[src/rtl/lift_pkg.sv]
package lift_pkg;

  typedef enum logic [3:0] {
    ST_HOME,
    ST_IDLE,
    ST_RISE,
    ST_FALL,
    ST_OPEN,
    ST_HOLD1,
    ST_HOLD2,
    ST_HOLD3,
    ST_HOLD4,
    ST_SHUT
  } car_state_e;

  typedef enum logic [1:0] {
    HEAD_NONE = 2'b00,
    HEAD_UP   = 2'b01,
    HEAD_DOWN = 2'b10
  } heading_e;

endpackage

[src/rtl/lift_req_bank.sv]
module lift_req_bank #(
  parameter int NUM_FLOORS = 3,
  parameter logic [NUM_FLOORS-1:0] LIVE = '1
) (
  input  logic                  clk,
  input  logic                  rst,
  input  logic                  scan_en,
  input  logic [NUM_FLOORS-1:0] btn_i,
  input  logic [NUM_FLOORS-1:0] clr_i,
  output logic [NUM_FLOORS-1:0] pend_o
);

  logic unused_bits;
  assign unused_bits = ^(btn_i & ~LIVE) ^ ^(clr_i & ~LIVE);

  for (genvar g = 0; g < NUM_FLOORS; g++) begin : g_slot
    if (LIVE[g]) begin : g_live
      always_ff @(posedge clk or posedge rst) begin
        if (rst) begin
          pend_o[g] <= 1'b0;
        end else if (clr_i[g]) begin
          pend_o[g] <= 1'b0;
        end else if (scan_en && btn_i[g]) begin
          pend_o[g] <= 1'b1;
        end
      end
    end else begin : g_dead
      assign pend_o[g] = 1'b0;
    end
  end

endmodule

[src/rtl/lift_call_scan.sv]
module lift_call_scan #(
  parameter int NUM_FLOORS = 3,
  parameter int FW = $clog2(NUM_FLOORS + 1)
) (
  input  logic [FW-1:0]         floor_i,
  input  logic [NUM_FLOORS-1:0] cab_i,
  input  logic [NUM_FLOORS-1:0] up_i,
  input  logic [NUM_FLOORS-1:0] dn_i,
  output logic                  here_cab,
  output logic                  here_up,
  output logic                  here_dn,
  output logic                  above_any,
  output logic                  below_any
);

  always_comb begin
    here_cab  = 1'b0;
    here_up   = 1'b0;
    here_dn   = 1'b0;
    above_any = 1'b0;
    below_any = 1'b0;
    for (int i = 0; i < NUM_FLOORS; i++) begin
      logic [FW-1:0] num;
      logic          any;
      num = FW'(i + 1);
      any = cab_i[i] | up_i[i] | dn_i[i];
      if (num == floor_i) begin
        here_cab = cab_i[i];
        here_up  = up_i[i];
        here_dn  = dn_i[i];
      end else if (num > floor_i) begin
        above_any = above_any | any;
      end else begin
        below_any = below_any | any;
      end
    end
  end

endmodule

[src/rtl/lift_seq_fsm.sv]
module lift_seq_fsm
  import lift_pkg::*;
#(
  parameter int NUM_FLOORS = 3,
  parameter int FW = $clog2(NUM_FLOORS + 1)
) (
  input  logic                  clk,
  input  logic                  rst,
  input  logic                  step_en,
  input  logic                  any_pend,
  input  logic                  c_cab,
  input  logic                  c_up,
  input  logic                  c_dn,
  input  logic                  c_above,
  input  logic                  c_below,
  input  logic                  n_cab,
  input  logic                  n_up,
  input  logic                  n_dn,
  input  logic                  n_above,
  input  logic                  n_below,
  output logic [FW-1:0]         floor_o,
  output logic [FW-1:0]         peek_floor_o,
  output logic [1:0]            dir_o,
  output logic                  door_o,
  output logic [NUM_FLOORS-1:0] clr_cab_o,
  output logic [NUM_FLOORS-1:0] clr_up_o,
  output logic [NUM_FLOORS-1:0] clr_dn_o
);

  localparam logic [FW-1:0] FLOOR_ONE = FW'(1);

  car_state_e    state_q, state_d;
  heading_e      head_q, head_d;
  logic [FW-1:0] floor_q, floor_d;
  logic [NUM_FLOORS-1:0] here_1h;

  // Decide the next step from rest, keeping the current heading first.
  always_comb begin
    state_d = state_q;
    head_d  = head_q;
    floor_d = floor_q;
    unique case (state_q)
      ST_HOME: if (any_pend) state_d = ST_SHUT;
      ST_IDLE: begin
        unique case (head_q)
          HEAD_UP: begin
            if (c_cab || c_up)   begin state_d = ST_OPEN; head_d = HEAD_UP;   end
            else if (c_above)    begin state_d = ST_RISE; head_d = HEAD_UP;   end
            else if (c_dn)       begin state_d = ST_OPEN; head_d = HEAD_DOWN; end
            else if (c_below)    begin state_d = ST_FALL; head_d = HEAD_DOWN; end
            else                 head_d = HEAD_NONE;
          end
          HEAD_DOWN: begin
            if (c_cab || c_dn)   begin state_d = ST_OPEN; head_d = HEAD_DOWN; end
            else if (c_below)    begin state_d = ST_FALL; head_d = HEAD_DOWN; end
            else if (c_up)       begin state_d = ST_OPEN; head_d = HEAD_UP;   end
            else if (c_above)    begin state_d = ST_RISE; head_d = HEAD_UP;   end
            else                 head_d = HEAD_NONE;
          end
          default: begin
            if (c_up)            begin state_d = ST_OPEN; head_d = HEAD_UP;   end
            else if (c_dn)       begin state_d = ST_OPEN; head_d = HEAD_DOWN; end
            else if (c_cab)      state_d = ST_OPEN;
            else if (c_above)    begin state_d = ST_RISE; head_d = HEAD_UP;   end
            else if (c_below)    begin state_d = ST_FALL; head_d = HEAD_DOWN; end
            else                 head_d = HEAD_NONE;
          end
        endcase
      end
      ST_RISE: begin
        floor_d = peek_floor_o;
        if (n_cab || n_up)       state_d = ST_OPEN;
        else if (n_above)        state_d = ST_RISE;
        else if (n_dn)           begin state_d = ST_OPEN; head_d = HEAD_DOWN; end
        else                     state_d = ST_IDLE;
      end
      ST_FALL: begin
        floor_d = peek_floor_o;
        if (n_cab || n_dn)       state_d = ST_OPEN;
        else if (n_below)        state_d = ST_FALL;
        else if (n_up)           begin state_d = ST_OPEN; head_d = HEAD_UP; end
        else                     state_d = ST_IDLE;
      end
      ST_OPEN:  state_d = ST_HOLD1;
      ST_HOLD1: state_d = ST_HOLD2;
      ST_HOLD2: state_d = ST_HOLD3;
      ST_HOLD3: state_d = ST_HOLD4;
      ST_HOLD4: state_d = ST_SHUT;
      ST_SHUT:  state_d = ST_IDLE;
      default:  state_d = ST_HOME;
    endcase
  end

  always_ff @(posedge clk or posedge rst) begin
    if (rst) begin
      state_q <= ST_HOME;
      head_q  <= HEAD_NONE;
      floor_q <= FLOOR_ONE;
    end else if (step_en) begin
      state_q <= state_d;
      head_q  <= head_d;
      floor_q <= floor_d;
    end
  end

  assign here_1h      = NUM_FLOORS'(1) << (floor_q - FLOOR_ONE);
  assign peek_floor_o = (state_q == ST_FALL) ? floor_q - FLOOR_ONE : floor_q + FLOOR_ONE;
  assign floor_o      = floor_q;
  assign dir_o        = head_q;
  assign door_o       = (state_q == ST_HOME)  || (state_q == ST_HOLD1) ||
                        (state_q == ST_HOLD2) || (state_q == ST_HOLD3) ||
                        (state_q == ST_HOLD4);

  // Service strobes stay up for the whole opening tick.
  assign clr_cab_o = (state_q == ST_OPEN) ? here_1h : '0;
  assign clr_up_o  = (state_q == ST_OPEN && head_q == HEAD_UP)   ? here_1h : '0;
  assign clr_dn_o  = (state_q == ST_OPEN && head_q == HEAD_DOWN) ? here_1h : '0;

endmodule

[src/rtl/lift_ctrl.sv]
module lift_ctrl #(
  parameter int NUM_FLOORS = 3,
  localparam int FW = $clog2(NUM_FLOORS + 1)
) (
  input  logic                  clk,
  input  logic                  rst,
  input  logic                  step_en,
  input  logic                  scan_en,
  input  logic [NUM_FLOORS-1:0] cab_btn,
  input  logic [NUM_FLOORS-1:0] up_btn,
  input  logic [NUM_FLOORS-1:0] dn_btn,
  output logic [FW-1:0]         floor_o,
  output logic [1:0]            dir_o,
  output logic                  door_o,
  output logic [NUM_FLOORS-1:0] cab_ack,
  output logic [NUM_FLOORS-1:0] up_ack,
  output logic [NUM_FLOORS-1:0] dn_ack
);

  localparam logic [NUM_FLOORS-1:0] ALL_LIVE = '1;
  localparam logic [NUM_FLOORS-1:0] UP_LIVE  = ALL_LIVE >> 1;
  localparam logic [NUM_FLOORS-1:0] DN_LIVE  = ALL_LIVE << 1;

  logic [NUM_FLOORS-1:0] clr_cab, clr_up, clr_dn;
  logic [FW-1:0]         peek_floor;
  logic c_cab, c_up, c_dn, c_above, c_below;
  logic n_cab, n_up, n_dn, n_above, n_below;
  logic any_pend;

  lift_req_bank #(.NUM_FLOORS(NUM_FLOORS), .LIVE(ALL_LIVE)) u_cab_bank (
    .clk(clk), .rst(rst), .scan_en(scan_en), .btn_i(cab_btn), .clr_i(clr_cab), .pend_o(cab_ack)
  );
  lift_req_bank #(.NUM_FLOORS(NUM_FLOORS), .LIVE(UP_LIVE)) u_up_bank (
    .clk(clk), .rst(rst), .scan_en(scan_en), .btn_i(up_btn), .clr_i(clr_up), .pend_o(up_ack)
  );
  lift_req_bank #(.NUM_FLOORS(NUM_FLOORS), .LIVE(DN_LIVE)) u_dn_bank (
    .clk(clk), .rst(rst), .scan_en(scan_en), .btn_i(dn_btn), .clr_i(clr_dn), .pend_o(dn_ack)
  );

  assign any_pend = |{cab_ack, up_ack, dn_ack};

  lift_call_scan #(.NUM_FLOORS(NUM_FLOORS), .FW(FW)) u_scan_here (
    .floor_i(floor_o), .cab_i(cab_ack), .up_i(up_ack), .dn_i(dn_ack),
    .here_cab(c_cab), .here_up(c_up), .here_dn(c_dn),
    .above_any(c_above), .below_any(c_below)
  );

  lift_call_scan #(.NUM_FLOORS(NUM_FLOORS), .FW(FW)) u_scan_next (
    .floor_i(peek_floor), .cab_i(cab_ack), .up_i(up_ack), .dn_i(dn_ack),
    .here_cab(n_cab), .here_up(n_up), .here_dn(n_dn),
    .above_any(n_above), .below_any(n_below)
  );

  lift_seq_fsm #(.NUM_FLOORS(NUM_FLOORS), .FW(FW)) u_fsm (
    .clk(clk), .rst(rst), .step_en(step_en), .any_pend(any_pend),
    .c_cab(c_cab), .c_up(c_up), .c_dn(c_dn), .c_above(c_above), .c_below(c_below),
    .n_cab(n_cab), .n_up(n_up), .n_dn(n_dn), .n_above(n_above), .n_below(n_below),
    .floor_o(floor_o), .peek_floor_o(peek_floor), .dir_o(dir_o), .door_o(door_o),
    .clr_cab_o(clr_cab), .clr_up_o(clr_up), .clr_dn_o(clr_dn)
  );

endmodule

[config.mk]
export PLATFORM = sky130hd
export DESIGN_NAME = lift_ctrl
export DESIGN_NICKNAME = d
export VERILOG_FILES = /design/src/rtl/lift_pkg.sv /design/src/rtl/lift_req_bank.sv /design/src/rtl/lift_call_scan.sv /design/src/rtl/lift_seq_fsm.sv /design/src/rtl/lift_ctrl.sv
export SDC_FILE = /design/constraint.sdc
export NUM_CORES = 1
export LEC_CHECK = 0
export BUFFER_PORTS_ARGS = -buffer_cell sky130_fd_sc_hd__buf_2
export CAP_MARGIN = 15
export CORE_MARGIN = 2
export CORE_UTILIZATION = 60
export DETAILED_ROUTE_END_ITERATION = 6
export PLACE_DENSITY = 0.85
export SLEW_MARGIN = 15
export SYNTH_ARGS = -nofsm -noshare
export SYNTH_HDL_FRONTEND = slang
export SYNTH_SLANG_ARGS = --single-unit
[constraint.sdc]
create_clock -name clk -period 4.13 [get_ports clk]
set_input_delay 0.413 -clock clk [delete_from_list [all_inputs] [get_ports clk]]
set_output_delay 0.413 -clock clk [all_outputs]
set_load 0.03 [all_outputs]
==> metrics.txt, run 1 <==
endpoints failing setup=0; io pins=27; max-cap violations=0; Post-DRT Antenna Nets=0; vias in the first global route=1,388; full die area=roughly 0.003 mm^2; Slew @ Worst Pin=0.691 ns; PostCTS Resize Cnt=0; Die X-Extent=54.5 um; Critical Path RT=4.32 ns; HPWL after DPL=3.10 mm; EDFF count, synth=0; clk slew on worst S/H paths=0.10 ns; nets=228; TritonRoute pass-1 iters=4; critical path launch point type=flop; Util after Layout=67.2%; CTS Hold Bufs=0; Starting Density=62.3%; status=complete, no violations; H-tree depth=1; CTS tree=done; Vias=around 1.5k; Yosys reg bits=15; Hold Fails Final Rpt=0; ranking of synthesized cells by area=dfrtp_1 (23%), a21oi_1 (7.2%), ha_1 (6.5%); area share of the largest cell type after synthesis=22.9%; residual DRC count=0; layout cells sized above 1=20.9%; fmax=~0.35 GHz; CTS Root Buffer Type=clkbuf_4; area leader, netlist=dfrtp_1; FFs w/ async S/R, synth=100%; relative slew slack=53.6%; sequential share of the synthesized area=24.6%; RSZ-0062 raised after global routing=false; first-pass GRT wire length=6.56 mm; HP Class=in2async; leakage power=0.650 nW; Distinct cells, synth=61; critical path fanouts, max=16; Avg Vias per Cell=6.41; core area=0.00245 mm^2; pin count of the biggest net entering global routing=17; Max rail drop VDD=0.630 mV; Synth Warn #=0; Skew-Pair Late Insertion Delay=around 0.30 ns; Routed WL=slightly above 4 mm; cts bufs inserted=3; Post-CTS Setup Inserts=0; Post-Syn Instances=188; CP Capture Type=flop; Syn Area/Cell=roughly 8.1 um^2; clk buf depth=2; setup_tns=0 ns; Placer Congestion=about 0.90; CTS Sinks=15; Synth-to-Final Area Change=7.86%; main flop type after synthesis=dfrtp_1; Routed wire per std cell=approximately 17 um; Layout Skew=0.0112 ns; GRT Total Usage=30.8%; Rows=18; type of the worst setup path=reg2reg; Die H=54.5 um; Ant. Diodes=0; Congestion Overflow GR=0; initial antenna violation count=0; Tcrit/Tclk final=69.1%; max-slew violations=0; commonest cells after routing, fill and taps aside=nor2_1 (23), a21oi_1 (22), buf_2 (22); pwr/cell area=871 mW/mm^2; commonest non-fill, non-tap cell in the layout=nor2_1; Worst EP arrival=3.05 ns; PortBufs=22; mapped cell area=~0.0015 mm^2; Initial DRC Count=74; final worst path period need=2.85 ns
## cell usage after synthesis, types with 2 or more instances
master	instances
o31ai_1	2
a311oi_1	3
nand2_1	9
o22ai_1	2
a211oi_1	3
a31oi_1	5
ha_1	8
mux2i_1	3
buf_4	3
nor4_1	3
inv_1	10
o21ba_2	2
nand3b_1	2
a21oi_1	22
nor2_1	23
a21oi_2	3
nor3_1	6
o21ai_1	3
buf_2	4
or3_1	2
nand3_1	6
nor3_2	2
o21ai_0	7
nand2b_1	4
xnor2_1	2
dfrtp_1	14
## worst paths after layout
path,startpoint,to,slack (ns),cells past startpoint
setup reg to reg,u_fsm.floor_o[0],u_fsm.state_q[2],1.28,8
min in group clk,step_en,u_fsm.state_q[1],0.34,2
hold / removal,rst,u_fsm.dir_o[1],0.17,2
setup / recovery,u_fsm.floor_o[0],u_fsm.state_q[2],1.28,8
max in group asynchronous,rst,u_dn_bank.pend_o[2],3.56,2
hold reg to reg,u_fsm.dir_o[1],u_fsm.dir_o[1],0.58,1
## area by class of cell
class	count	area [um^2]
clock buffers	4	26.3
fillers	207	806
inverters	11	41.3
multi-input cells	154	1060
flip-flops and latches	15	377
well taps	30	37.5
repair buffers	22	110
## per-stage QoR
stage               power (mW)  worst slack (ns)  hold slack, ns  instance area, um^2  cells
floorplan                 1.14              1.78           0.314                 1530    189
global placement          1.30              1.47           0.502                 1620    232
detailed placement        1.33              1.36           0.525                 1620    232
CTS                       1.42              1.34           0.191                 1650    236
global route              1.55              1.12           0.219                 1650    236
finish                    1.44              1.28           0.166                 1650    236
## registers in the layout, indices dropped and copies added (netlist names)
name and count:
u_cab_bank.pend_o 3, u_dn_bank.pend_o 2, u_fsm.state_q 4, u_fsm.floor_o 2
u_fsm.dir_o 2, u_up_bank.pend_o 2
## routing by layer
metal	share of wire (%)	up-vias	track usage, %
met1	43	717	40.5
met3	5.1	8	4.64
li1	-	732	-
met4	1.6	0	9.58
met5	0	-	0
met2	50	56	51.6
## critical path, stage by stage (launching register included)
cell,delay (ns)
dfstp_2,0.73
inv_1,0.23
ha_1,0.50
xnor2_4,0.35
mux2i_1,0.18
a311oi_1,0.41
o221ai_1,0.18
nor2_1,0.12
a21oi_1,0.05
## cells by family (layout without fill, tap and decap cells)
logic type / after synthesis / in the layout / synth area share [%]
buffers and inverters: 20 / 37 / 6.46
AOI/OAI and AO/OA: 67 / 67 / 30.6
other: 1 / 2 / 0.245
muxes: 4 / 4 / 2.70
DFF: 15 / 15 / 24.6
xor gates and xnor gates: 3 / 3 / 2.95
and+or+nand+nor: 70 / 70 / 25.9
adders and majority gates: 8 / 8 / 6.55
## power breakdown
group | total, mW | switching [mW] | internal, mW
clock network | 0.0897 | 0.0521 | 0.0376
logic | 1.03 | 0.626 | 0.401
registers | 0.319 | 0.120 | 0.199
total | 1.44 | 0.798 | 0.638
Note: power is estimated with default switching activity, not from simulation.
==> inputs of run 2 (changes only) <==
--- a/config.mk
+++ b/config.mk
@@ -8,9 +8,9 @@
 export BUFFER_PORTS_ARGS = -buffer_cell sky130_fd_sc_hd__buf_2
 export CAP_MARGIN = 15
 export CORE_MARGIN = 2
-export CORE_UTILIZATION = 60
+export CORE_UTILIZATION = 51
 export DETAILED_ROUTE_END_ITERATION = 6
-export PLACE_DENSITY = 0.85
+export PLACE_DENSITY = 0.77
 export SLEW_MARGIN = 15
 export SYNTH_ARGS = -nofsm -noshare
 export SYNTH_HDL_FRONTEND = slang
==> constraint.sdc (replaced) <==
create_clock -name clk -period 2.4 [get_ports clk]
set_input_delay 0.24 -clock clk [delete_from_list [all_inputs] [get_ports clk]]
set_output_delay 0.24 -clock clk [all_outputs]
set_load 0.03 [all_outputs]
==> metrics.txt, run 2 (synthesis gave the netlist of run 1 again) <==
Slowest cell on crit path=dfstp_2; Die H=between 50 and 60 um; Worst Setup SP=u_fsm.floor_o[0]; violated checks=design-rule violations, negative hold slack; Slew @ Worst Pin=around 0.59 ns; RSZ-0062 raised after global routing=true; setup_tns=0 ns; Rows=19; cell depth of the worst setup path=8; Crit path max-delay family=compound AO/OA/AOI/OAI gates; Starting Density=54.5%; dpl cells=239; CP Cell Sequence=inv_1, ha_2, nand3b_1, a21oi_4, nor2b_2, a211oi_1, nor3_2, o32a_1; Skew-Pair Late Insertion Delay=0.29 ns; type of the worst setup path=reg2reg; fmax=0.434 GHz; critical path launch point type=flop; HPWL after DPL=2.97 mm; max FFs per register=4; clk buf depth=2; Congestion Overflow GR=0; Initial DRC Count=136; Routed WL=around 4.1 mm; vias in the first global route=1,528; Hold Fails Final Rpt=10; CTS Hold Bufs=0; first-pass GRT wire length=6.81 mm; Layout Skew=0.00216 ns; Worst Reg-to-Reg Cells=8; endpoints failing setup=0; PortBufs=22; Synth-to-Final Area Change=16.9%; layout cells sized above 1=between 20 and 30%; residual DRC count=1; Crit Reg-Reg Endpoint=u_fsm.dir_o[1]; CP max stage delay=0.58 ns; final worst path period need=around 2.3 ns; status=finished, violations left; commonest cells after routing, fill and taps aside=nor2_1 (22), buf_2 (22), a21oi_1 (21); Tcrit/Tclk final=96.1%; io pins=27; cts bufs inserted=3; nets=238; flop2flop setup slack=approximately 0.095 ns; Post-DRT Antenna Nets=0; max-slew violations=0; Largest regs=u_fsm.state_q: 4 flops, u_cab_bank.pend_o: 3 flops; CTS tree=done; critical path fanouts, max=8; WP buf/inv=1; Worst EP arrival=between 2 and 2.5 ns; Biggest register=u_fsm.state_q; H-tree depth=1; clk slew on worst S/H paths=0.10 ns; GRT Total Usage=25.2%; pwr/cell area=1530 mW/mm^2; post-place setup slack=0.0188 ns; Vias=around 1.6k; initial antenna violation count=0; Avg Vias per Cell=6.38; leakage power=0.708 nW; Ant. Diodes=0; full die area=0.00345 mm^2; RR Startpoint=u_fsm.floor_o[0]; Critical Path RT=2.58 ns; core area=between 0.002 and 0.003 mm^2; HP Class=in2async; CTS Root Buffer Type=clkbuf_4; Hold WS=-0.00686 ns; CP Capture Type=flop; Routed wire per std cell=approximately 16 um; TritonRoute pass-1 iters=7; pin count of the biggest net entering global routing=16; CTS Sinks=15; Max rail drop VDD=between 1 and 1.5 mV; max-cap violations=0; relative slew slack=60.3%; # fillers=249; Placer Congestion=around 0.9; Final Non-Filler Cells=247; final worst slack=0.0948 ns; CP endpoint=u_fsm.dir_o[1]; Die X-Extent=58.8 um
==> run 2: cell types whose count changed in the layout (fill, tap and decap cells not counted), moves of 2 or more <==
cell and change:
ha_1 -4, a21oi_4 +2, ha_2 +3, buf_4 +9
==> run 2: report_power, final <==
group          switching [mW]  total, mW  internal [mW]
Sequential              0.165      0.509          0.344
Combinational            1.21       2.07          0.865
Clock                  0.0909      0.153         0.0620
==> run 2: worst min path at each step <==
| stage | from | to | slack [ns] | depth (start not counted) |
|---|---|---|---|---|
| after floorplan | rst | u_cab_bank.pend_o[0] | 0.14 | 1 |
| after global placement | rst | u_cab_bank.pend_o[0] | 0.33 | 2 |
| after detailed placement | rst | u_cab_bank.pend_o[0] | 0.34 | 2 |
| after CTS | rst | u_cab_bank.pend_o[0] | 0.01 | 2 |
| after global routing | rst | u_cab_bank.pend_o[0] | 0.05 | 2 |
| final | rst | u_cab_bank.pend_o[0] | -0.007 | 2 |
==> run 2: routing by layer <==
metal	track usage (%)	vias up	share of wire [%]
met5	0	-	0
met4	9.42	0	1.6
met3	4.84	10	7.4
met2	40.6	79	48
met1	33.5	739	43
li1	-	747	-
==> run 2: through the flow <==
stage / util (%) / power (mW) / cell area (um^2)
after floorplan: - / 1.96 / 1530
after global placement: 59.5 / 2.30 / 1670
after detailed placement: 59.5 / 2.35 / 1670
after CTS: 60.9 / 2.54 / 1710
after global routing: 63.7 / 2.95 / 1790
final: 63.7 / 2.73 / 1790
==> run 2: area by class of cell <==
| class | instances | area, um^2 | area share [%] |
|---|---|---|---|
| clock buffer | 3 | 22.5 | 1.26 |
| sequential | 15 | 378 | 21.1 |
| tap | 31 | 38.8 | 2.17 |
| inverter | 11 | 41.3 | 2.31 |
| clock inverter | 1 | 5.00 | 0.280 |
| multi-input combinational | 154 | 1100 | 61.8 |
| timing repair buffer | 32 | 198 | 11.1 |
==> run 2: what timing repair did <==
item / in CTS / in global routing
setup endpoints to repair: 2 / 5
setup buffers: 0 / 4
gates resized for setup: 2 / 9
pin swaps: 0 / 3
==> run 2: worst register-to-register path, cell delays in order, from the launching register on <==
cell,delay (ns)
dfstp_2,0.58
inv_1,0.13
ha_2,0.27
nand3b_1,0.22
a21oi_4,0.28
nor2b_2,0.08
a211oi_1,0.28
nor3_2,0.08
o32a_1,0.28
==> inputs of run 3 (changes only) <==
--- a/config.mk
+++ b/config.mk
@@ -11,6 +11,7 @@
 export CORE_UTILIZATION = 51
 export DETAILED_ROUTE_END_ITERATION = 6
 export PLACE_DENSITY = 0.77
+export REMOVE_ABC_BUFFERS = 1
 export SLEW_MARGIN = 15
 export SYNTH_ARGS = -nofsm -noshare
 export SYNTH_HDL_FRONTEND = slang
==> metrics.txt, run 3 (synthesis gave the netlist of run 1 again) <==
final worst slack=0.120 ns; pin count of the biggest net entering global routing=16; max FFs per register=4; post-place setup slack=0.0554 ns; HP Class=in2async; H-tree depth=1; Routed WL=roughly 4.2 mm; max-slew violations=0; Post-DRT Antenna Nets=0; status=finished, violations left; CTS Root Buffer Type=clkbuf_4; CTS Hold Bufs=0; io pins=27; GRT Total Usage=25.8%; Initial DRC Count=168; Avg Vias per Cell=6.49; first-pass GRT wire length=6.87 mm; Hold Fails Final Rpt=8; CTS tree=done; vias in the first global route=about 1.5k; endpoints failing setup=0; TritonRoute pass-1 iters=5; HPWL after DPL=3.12 mm; Routed wire per std cell=17.0 um; initial antenna violation count=0; clk buf depth=2; Rows=19; Biggest register=u_fsm.state_q; share of total power in combinational logic=roughly 76%; Largest regs=u_fsm.state_q: 4 flops, u_cab_bank.pend_o: 3 flops; PortBufs=22; Max rail drop VDD=0.958 mV; pwr/cell area=1550 mW/mm^2; Slew @ Worst Pin=0.631 ns; Critical Path RT=2.58 ns; Final Non-Filler Cells=245; fmax=between 0.4 and 0.5 GHz; critical path fanouts, max=6; Clock power frac=5.6%; violated checks=negative hold slack; CP Capture Type=flop; CTS Sinks=15; type of the worst setup path=reg2reg; final worst path period need=between 2 and 2.5 ns; dpl cells=240; core area=0.00281 mm^2; Switch Pwr=between 1 and 1.5 mW; Tcrit/Tclk final=a little over nine tenths; full die area=0.00345 mm^2; Util after Layout=62.2%; Layout Skew=~0.014 ns; Ant. Diodes=0; internal power=1.24 mW; layout cells sized above 1=26.6%; Vias=1,590; setup_tns=0 ns; Starting Density=54.5%; Synth-to-Final Area Change=14.2%; Worst EP arrival=2.46 ns; Die H=58.8 um; relative slew slack=57.6%; Congestion Overflow GR=0; leakage power=0.689 nW; Hold WS=-0.0195 ns; cts bufs inserted=3; clk slew on worst S/H paths=0.10 ns; max-cap violations=0; critical path launch point type=flop; Skew-Pair Late Insertion Delay=~0.30 ns; nets=approximately 240; Final Power=2.70 mW; sequential share of power=18.2%; commonest cells after routing, fill and taps aside=nor2_1 (22), buf_2 (22), a21oi_1 (21); residual DRC count=0; Placer Congestion=0.956; Die X-Extent=58.8 um; switch share=roughly 54%
[run 3: cell count changes in the layout (fill, tap and decap cells not counted), sizes merged]
cell / before / now
clkbuf: 3 / 4
clkinv: 1 / 0
buf: 32 / 30
[run 3: worst max-delay path, cell delays in order (launching register included)]
cell and delay [ns]:
dfstp_2 0.59, inv_1 0.12, ha_2 0.41, and4b_1 0.23, a311oi_1 0.31, nor3_1 0.10, nand3_1 0.16, nor2_2 0.08
o32a_1 0.17
[run 3: layout make-up]
class                   instances  area (um^2)
flip-flops and latches         15          377
well taps                      31         38.8
clock buffers                   4         26.3
repair buffers                 30          170
inverters                      11         41.3
fillers                       257         1060
multi-input cells             154         1090
[run 3: path summary, 6_finish.rpt]
path	slack, ns	end	startpoint	cells past startpoint
max reg2reg	0.12	u_fsm.dir_o[1]	u_fsm.floor_o[0]	8
min reg2reg	0.53	u_fsm.floor_o[0]	u_fsm.floor_o[0]	1
max in group asynchronous	2.02	u_fsm.state_q[0]	rst	2
max	0.12	u_fsm.dir_o[1]	u_fsm.floor_o[0]	8
min	-0.02	u_cab_bank.pend_o[1]	rst	2
min in group clk	0.19	u_cab_bank.pend_o[1]	cab_btn[1]	3
[run 3: what timing repair did]
item	CTS	global route
hold endpoints to repair	0	0
setup buffers	0	1
endpoints found under the setup margin	0	5
gates resized for setup	0	8
[run 3: per-layer routing]
metal | track usage (%) | vias up | wire length (um) | part of all wire (%)
li1 | - | 747 | - | -
met5 | 0 | - | 0 | 0
met3 | 2.64 | 5 | 324 | 7.8
met2 | 40.8 | 74 | 2010 | 48
met4 | 7.79 | 0 | 52 | 1.2
met1 | 37.0 | 764 | 1790 | 43
[run 3: through the flow]
step / instance area (um^2) / hold slack, ns
after floorplan: 1480 / 0.141
after global placement: 1680 / 0.315
after detailed placement: 1680 / 0.331
after CTS: 1700 / 0.00715
after global routing: 1750 / 0.0455
final: 1750 / -0.0195
[run 3: power groups by stage]
stage          Sequential [mW]  Clock (mW)  Combinational [mW]
2_1_floorplan            0.612           0                1.28
3_3_place_gp             0.484           0                1.85
3_5_place_dp             0.491           0                1.90
4_1_cts                  0.486       0.153                1.91
5_1_grt                  0.508       0.172                2.23
6_report                 0.491       0.152                2.05
